--- src/rtl/nfa_se_pkg.sv ---
package nfa_se_pkg;
  localparam int SYM_W      = 8;
  localparam int NSYM       = 1 << SYM_W;
  localparam int START_IDX  = NSYM;
  localparam int REPORT_IDX = NSYM + 1;
  localparam int EDGE_IDX   = NSYM + 2;

  function automatic int cfg_width(input int fanout);
    return EDGE_IDX + fanout;
  endfunction
endpackage

--- src/rtl/nfa_se_cfg.sv ---
module nfa_se_cfg #(
  parameter int CFG_W = 267
) (
  input  logic             clk,
  input  logic             rst_n,
  input  logic             shift_en,
  input  logic             ser_in,
  output logic             ser_out,
  output logic [CFG_W-1:0] cfg_q
);
  logic [CFG_W-1:0] cfg_d;

  always_comb begin
    cfg_d = cfg_q;
    if (shift_en) cfg_d = {cfg_q[CFG_W-2:0], ser_in};
  end

  always_ff @(posedge clk or negedge rst_n) begin
    if (!rst_n) cfg_q <= '0;
    else        cfg_q <= cfg_d;
  end

  assign ser_out = cfg_q[CFG_W-1];
endmodule

--- src/rtl/nfa_se_core.sv ---
module nfa_se_core #(
  parameter int FANOUT = 9
) (
  input  logic              clk,
  input  logic              rst_n,
  input  logic              upd_en,
  input  logic              clr,
  input  logic              match_hit,
  input  logic              start_flag,
  input  logic [FANOUT-1:0] edge_en,
  input  logic [FANOUT-1:0] nbr_act,
  output logic              act_q
);
  logic act_d;
  logic fed;

  always_comb begin
    fed   = start_flag | (|(edge_en & nbr_act));
    act_d = act_q;
    if (clr)         act_d = 1'b0;
    else if (upd_en) act_d = match_hit & fed;
  end

  always_ff @(posedge clk or negedge rst_n) begin
    if (!rst_n) act_q <= 1'b0;
    else        act_q <= act_d;
  end
endmodule

--- src/rtl/nfa_se_array.sv ---
module nfa_se_array
  import nfa_se_pkg::*;
#(
  parameter int N_ELEM = 8,
  parameter int FANOUT = 9
) (
  input  logic              clk,
  input  logic              rst_n,
  input  logic              in_valid,
  input  logic [SYM_W-1:0]  in_sym,
  input  logic              clear,
  input  logic              cfg_shift_en,
  input  logic              cfg_in,
  output logic              cfg_out,
  output logic [N_ELEM-1:0] active,
  output logic [N_ELEM-1:0] report
);
  localparam int HALF  = (FANOUT - 1) / 2;
  localparam int CFG_W = cfg_width(FANOUT);

  logic [1:0]        rst_sync_q;
  logic              rst_int_n;
  logic [N_ELEM:0]   chain;
  logic [N_ELEM-1:0] act_vec;
  logic [N_ELEM-1:0] rep_vec;
  logic              upd_en;

  always_ff @(posedge clk or negedge rst_n) begin
    if (!rst_n) rst_sync_q <= 2'b00;
    else        rst_sync_q <= {rst_sync_q[0], 1'b1};
  end
  assign rst_int_n = rst_sync_q[1];

  assign upd_en   = in_valid & ~cfg_shift_en;
  assign chain[0] = cfg_in;

  for (genvar i = 0; i < N_ELEM; i++) begin : g_elem
    logic [CFG_W-1:0]  cfg_q;
    logic [NSYM-1:0]   match_tbl;
    logic [FANOUT-1:0] nbr_act;

    nfa_se_cfg #(.CFG_W(CFG_W)) cfg_i (
      .clk      (clk),
      .rst_n    (rst_int_n),
      .shift_en (cfg_shift_en),
      .ser_in   (chain[i]),
      .ser_out  (chain[i+1]),
      .cfg_q    (cfg_q)
    );

    for (genvar j = 0; j < FANOUT; j++) begin : g_nbr
      localparam int SRC = i + j - HALF;
      if (SRC >= 0 && SRC < N_ELEM) begin : g_in
        assign nbr_act[j] = act_vec[SRC];
      end else begin : g_out
        assign nbr_act[j] = 1'b0;
      end
    end

    assign match_tbl  = cfg_q[NSYM-1:0];
    assign rep_vec[i] = cfg_q[REPORT_IDX];

    nfa_se_core #(.FANOUT(FANOUT)) core_i (
      .clk        (clk),
      .rst_n      (rst_int_n),
      .upd_en     (upd_en),
      .clr        (clear),
      .match_hit  (match_tbl[in_sym]),
      .start_flag (cfg_q[START_IDX]),
      .edge_en    (cfg_q[EDGE_IDX +: FANOUT]),
      .nbr_act    (nbr_act),
      .act_q      (act_vec[i])
    );
  end

  assign cfg_out = chain[N_ELEM];
  assign active  = act_vec;
  assign report  = act_vec & rep_vec;
endmodule

--- config.mk ---
export PLATFORM = sky130hd
export DESIGN_NAME = nfa_se_array
export DESIGN_NICKNAME = d
export VERILOG_FILES = /design/src/rtl/nfa_se_pkg.sv /design/src/rtl/nfa_se_cfg.sv /design/src/rtl/nfa_se_core.sv /design/src/rtl/nfa_se_array.sv
export SDC_FILE = /design/constraint.sdc
export NUM_CORES = 2
export LEC_CHECK = 0
export BUFFER_PORTS_ARGS = -buffer_cell sky130_fd_sc_hd__buf_2
export CORE_ASPECT_RATIO = 2
export CORE_MARGIN = 2
export CORE_UTILIZATION = 54
export DETAILED_ROUTE_END_ITERATION = 10
export PLACE_DENSITY_LB_ADDON = 0.05
export SYNTH_ARGS = -nofsm -noshare
export SYNTH_HDL_FRONTEND = slang
export SYNTH_SLANG_ARGS = --single-unit
--- constraint.sdc ---
create_clock -name clk -period 89.5 [get_ports clk]
set_input_delay 4.475 -clock clk [delete_from_list [all_inputs] [get_ports clk]]
set_output_delay 4.475 -clock clk [all_outputs]
set_load 0.02 [all_outputs]
## After elaboration in Yosys (flattened, before gate mapping)

Cells that the tools add are included.

| operators by class | value |
|---|---|
| bitwise logic cells | 27 |
| muxes and demuxes | 32 |
| magnitude comparators | 1 |
| reductions and logical operators | 9 |

Operators with widths:

| cell | count |
|---|---|
| 9-bit OR reduction | 8 |
| 1-bit binary-select mux with 8-bit select | 8 |
| 9-bit AND | 4 |
| 1-bit two-way mux | 24 |
| 1-bit AND | 9 |
| 9-bit by 5-bit AND with 9-bit output | 1 |
| 9-bit by 6-bit AND with 9-bit output | 1 |
| 9-bit by 7-bit AND with 9-bit output | 1 |
| 9-bit by 8-bit AND with 9-bit output | 1 |
| 8-bit by 9-bit < comparator with 1-bit output (second input constant) | 1 |
| 8-bit AND | 1 |
| 1-bit bitwise OR | 8 |
| 2-bit nonzero test | 1 |
| 1-bit inverter | 1 |

| storage, ports and cells | value |
|---|---|
| input port bits | 14 |
| output and inout bits | 17 |
| logic and storage cells | 86 |
| bits in registers | 2146 |

## Depth between registers and ports, before layout

| depth | value |
|---|---|
| depth in word-level cells | 6 |
| gate-level depth with buffers | 13 |

## By module

From an unflattened synthesis, not the netlist that was laid out.

| second synthesis, totals | value |
|---|---|
| cell total of the unflattened synthesis | 5952 |
| area, all modules | 98535.8 um^2 |

By module, submodules not included:

| module | cells an instance | area an instance (um^2) | instances |
|---|---|---|---|
| nfa_se_cfg | 565 | 10089.7 | 8 |
| nfa_se_array | 1344 | 17007.6 | 1 |
| nfa_se_core | 11 | 101.3 | 8 |

## Worst setup path after synthesis

Ideal clock, no wire load.

| path | value |
|---|---|
| kind | input to register |
| start point | input in_sym[0] |
| end point | register g_elem[1].core_i.act_q |
| arrival | 6.438 ns |
| stages | 10 |
| path slack | 82.940 ns |
| cells stage by stage | buf_6 buf_12 buf_6 buf_2 mux4_2 o21ai_0 a21oi_1 o21ai_0 o211ai_1 a32o_1 |

| on the way | value |
|---|---|
| longest elaborated chain between the ends | 5 |

RTL lines:

| item | line | text |
|---|---|---|
| start, declared | nfa_se_array.sv:10 | `input logic [SYM_W-1:0] in_sym,` |
| 1-bit binary-select mux with 8-bit select | nfa_se_array.sv:68 | `.match_hit (match_tbl[in_sym]),` |
| 1-bit two-way mux (implied by the code) | nfa_se_array.sv:68 |  |
| 1-bit AND | nfa_se_core.sv:21 | `else if (upd_en) act_d = match_hit & fed;` |
| 1-bit two-way mux | nfa_se_core.sv:21 |  |
| 1-bit two-way mux | nfa_se_core.sv:20 | `if (clr) act_d = 1'b0;` |
| end signal, assigned | nfa_se_core.sv:26 | `else act_q <= act_d;` |
| end, declared | nfa_se_core.sv:12 | `output logic act_q` |

No other way between the ends. The select of a mux whose other input is x is not followed.
A chain may end at the register's enable or synchronous reset.

## Worst setup path after layout

| path | value |
|---|---|
| start point | input cfg_shift_en |
| end point | register g_elem[3].cfg_i.cfg_q[42] |

RTL lines:

| item | line | text |
|---|---|---|
| start, declared | nfa_se_array.sv:12 | `input logic cfg_shift_en,` |
| end signal, assigned | nfa_se_cfg.sv:20 | `else cfg_q <= cfg_d;` |
| end, declared | nfa_se_cfg.sv:9 | `output logic [CFG_W-1:0] cfg_q` |

No word-level cell between the ends.

==> results.md <==
* Worst-margin pin slew at 1280 ps
* Initial antenna violation count at 4
* Clk_lat worst skew at 840 ps
* Hold Crit Start: rst_sync_q[0]$_DFF_PN0_
* Mean Syn Cell Area at 15.7 µm²
* CTS buffer count at 199
* Startpoint Class: input pin
* Worst Path Max Fanout at 177
* Max-slew violation count at 0
* Routability cong. at 0.782
* DP Area at 98,300 µm²
* Dpl ws at 78,740 ps
* Crit path time final at 9860 ps
* # rows at 219
* Grt total ovfl at 0
* Power Density at 18.6 nW/µm²
* Post-CTS Setup Bufs at 0
* Syn_nets at 6,181
* Flop-to-flop setup slack at 82,740 ps
* Starting Density at 0.543
* Critical Path AT at 10,560 ps
* Syn Std Cell Area at 96,600 µm²
* Hold Path Depth at 0
* Setup TNS at 0 ps
* H-Tree Depth at 4
* Post-Syn Instances at 6,167
* CP Class: in -> reg
* Critical-path cell list: buf_12 -> buf_4 -> buf_12 -> buf_4 -> buf_12 -> buf_4 -> buf_4 -> mux2_2
* Most frequent CP cell: buf_4
* Fin nets at 6,072
* Die height at 602 µm
* Top-area cell type share of the netlist area at 0.556
* Min-Delay Path Class: reg -> reg
* Vias/cell at 6.15
* Critical path's slowest cell: buf_4
* # port buffers at 30
* Post-cts resize count at 0
* CTS root buf: clkbuf_16
* Count of hold-fix buffers inserted at cts at 0
* Top-count cell post-synth: dfrtp_1
* DRT Pass-1 Iters at 5
* Max Clk Rate at 101 MHz
* RSZ-0062 raised after global routing: no
* Post-synth top cells: dfrtp_1 (2,146), mux2_2 (2,142), mux4_2 (360)
* Count of cell types in the netlist at 67
* Placed Cells at 8,177
* Io pins at 31
* Largest net degree at the start of global routing at 191
* DP HPWL at 135,000 µm
* Synth top area cells: dfrtp_1 (56%), mux2_2 (25%), mux4_2 (8.4%), mux2i_1 (3.3%), clkbuf_1 (1.2%)
* Post-route setup slack at 79,640 ps
* Final-report setup violation count at 0
* CTS Sinks at 2,146
* Slew HR at 0.136
* Critical path endpoint category: flop
* CTS tree: built
* Worst Path Required at 90,210 ps
* Synth-to-Final Area Change at 8.32%
* Seq/Total Area, Yosys at 0.556
* 1st-iter DRT viols at 3,239
* Top_reg_cell synth: dfrtp_1
* Post-Layout Inst Area at 105,000 µm²
* Synth Warn # at 0
* Longest Clk Path Bufs at 4
* Final wirelength at 218,000 µm
* Vias in the first global route at 56,636
* Total global-route track usage at 0.244
* Max-Cap Viols at 0
* Vias post-DR at 52,434
* Clock skew at 25.8 ps
* Wire per inst at 25.6 µm
* Final antenna-violating net count at 0
* Die area at 183,000 µm²
* RR Startpoint: rst_sync_q[1]$_DFF_PN0_
* Leakage power total at 50.9 nW
* Reg clk slew, reported paths at 60 ps
* Worst stage delay on the critical path at 890 ps
* Area leader, netlist: dfrtp_1
* First-pass GRT wire length at 344,000 µm
* DR DRC count at 0
* Outcome: finished, final reports clean
* Yosys reg bits at 2,146
* Period utilization at 0.110
* Worst reg2reg path depth at 7
* Core area at 178,000 µm²
* Hold EP: rst_sync_q[1]$_DFF_PN0_
* Reg2reg end: g_elem[3].cfg_i.cfg_q[206]$_DFFE_PN0P_
* Die X at 303 µm
* Post-synth EDFFs at 0
* Maximum VDD drop at 0.0000190 V
* Share of cells above drive strength 1 at 0.480
* Asr flop ratio synth at 1.00
* Final hold vios at 0
* Non-filler cells, final at 8,522
* Worst hold margin at 351 ps
## through the flow
step,power [mW],utilization
6_report,1.95,0.589
5_1_grt,2.02,0.589
4_1_cts,1.97,0.589
3_5_place_dp,1.12,0.553
3_3_place_gp,1.11,0.553
2_1_floorplan,1.09,-
## how the worst max path moves through the flow
stage,startpoint,endpoint,depth (start not counted)
final,cfg_shift_en,g_elem[3].cfg_i.cfg_q[42]$_DFFE_PN0P_,8
after global routing,cfg_shift_en,g_elem[3].cfg_i.cfg_q[37]$_DFFE_PN0P_,8
after CTS,cfg_shift_en,g_elem[3].cfg_i.cfg_q[37]$_DFFE_PN0P_,8
after detailed placement,cfg_shift_en,g_elem[3].cfg_i.cfg_q[179]$_DFFE_PN0P_,8
after global placement,in_sym[0],g_elem[1].core_i.act_q$_DFFE_PN0P_,13
after floorplan,rst_sync_q[1]$_DFF_PN0_,g_elem[0].cfg_i.cfg_q[0]$_DFFE_PN0P_,0
## final cells by class
cell class	count	area (µm²)
antenna	1	2.50
clock buffer	284	5780
clock inverter	60	613
fill	13887	73200
inverter	6	27.5
multi-input combinational	3557	40400
sequential	2146	53700
tap	2320	2900
timing repair buffer	148	1230
## placed cells by master, fill, tap and decap left out, types with 43 or more instances in the layout
| master | count |
|---|---|
| clkinv_2 | 43 |
| mux2_2 | 2142 |
| buf_4 | 109 |
| dfrtp_1 | 2145 |
| mux2i_1 | 323 |
| a21oi_1 | 95 |
| o22ai_1 | 84 |
| o221ai_1 | 111 |
| a22oi_1 | 44 |
| mux4_2 | 360 |
| clkbuf_16 | 203 |
| nand2_1 | 51 |
## report_power, final
group / internal [mW] / leakage (nW) / switching [mW]
sequential: 0.975 / 29.9 / 0.00458
clock: 0.482 / 3.18 / 0.370
combinational: 0.0379 / 17.7 / 0.0763
total: 1.50 / 50.9 / 0.451
## flip-flops by register name, indices dropped and copies added (netlist names)
register             count
g_elem.core_i.act_q      8
rst_sync_q               2
g_elem.cfg_i.cfg_q    2136
## worst max-delay path, delay by kind of cell
family / cells / cell delay [ps]
multiplexers: 1 / 420
buffers and inverters: 7 / 5260
## per-layer routing
metal / part of all wire / vias to the layer above / GRT usage
met4: 0.036 / 0 / 0.0831
li1: - / 23142 / -
met2: 0.53 / 659 / 0.437
met5: 0 / - / 0
met1: 0.40 / 28284 / 0.308
met3: 0.026 / 349 / 0.0247
## kinds of logic (layout without fill, tap and decap cells)
logic type             after synthesis  in the layout  share of synthesized area
DFF                               2146           2146                      0.556
AOI/OAI and AO/OA                  498            498                     0.0362
muxes                             2837           2837                      0.370
and+or+nand+nor                    221            221                     0.0114
other                                1              2                  0.0000388
buffers and inverters              464            498                     0.0266
(Power assumes the default switching activity.)
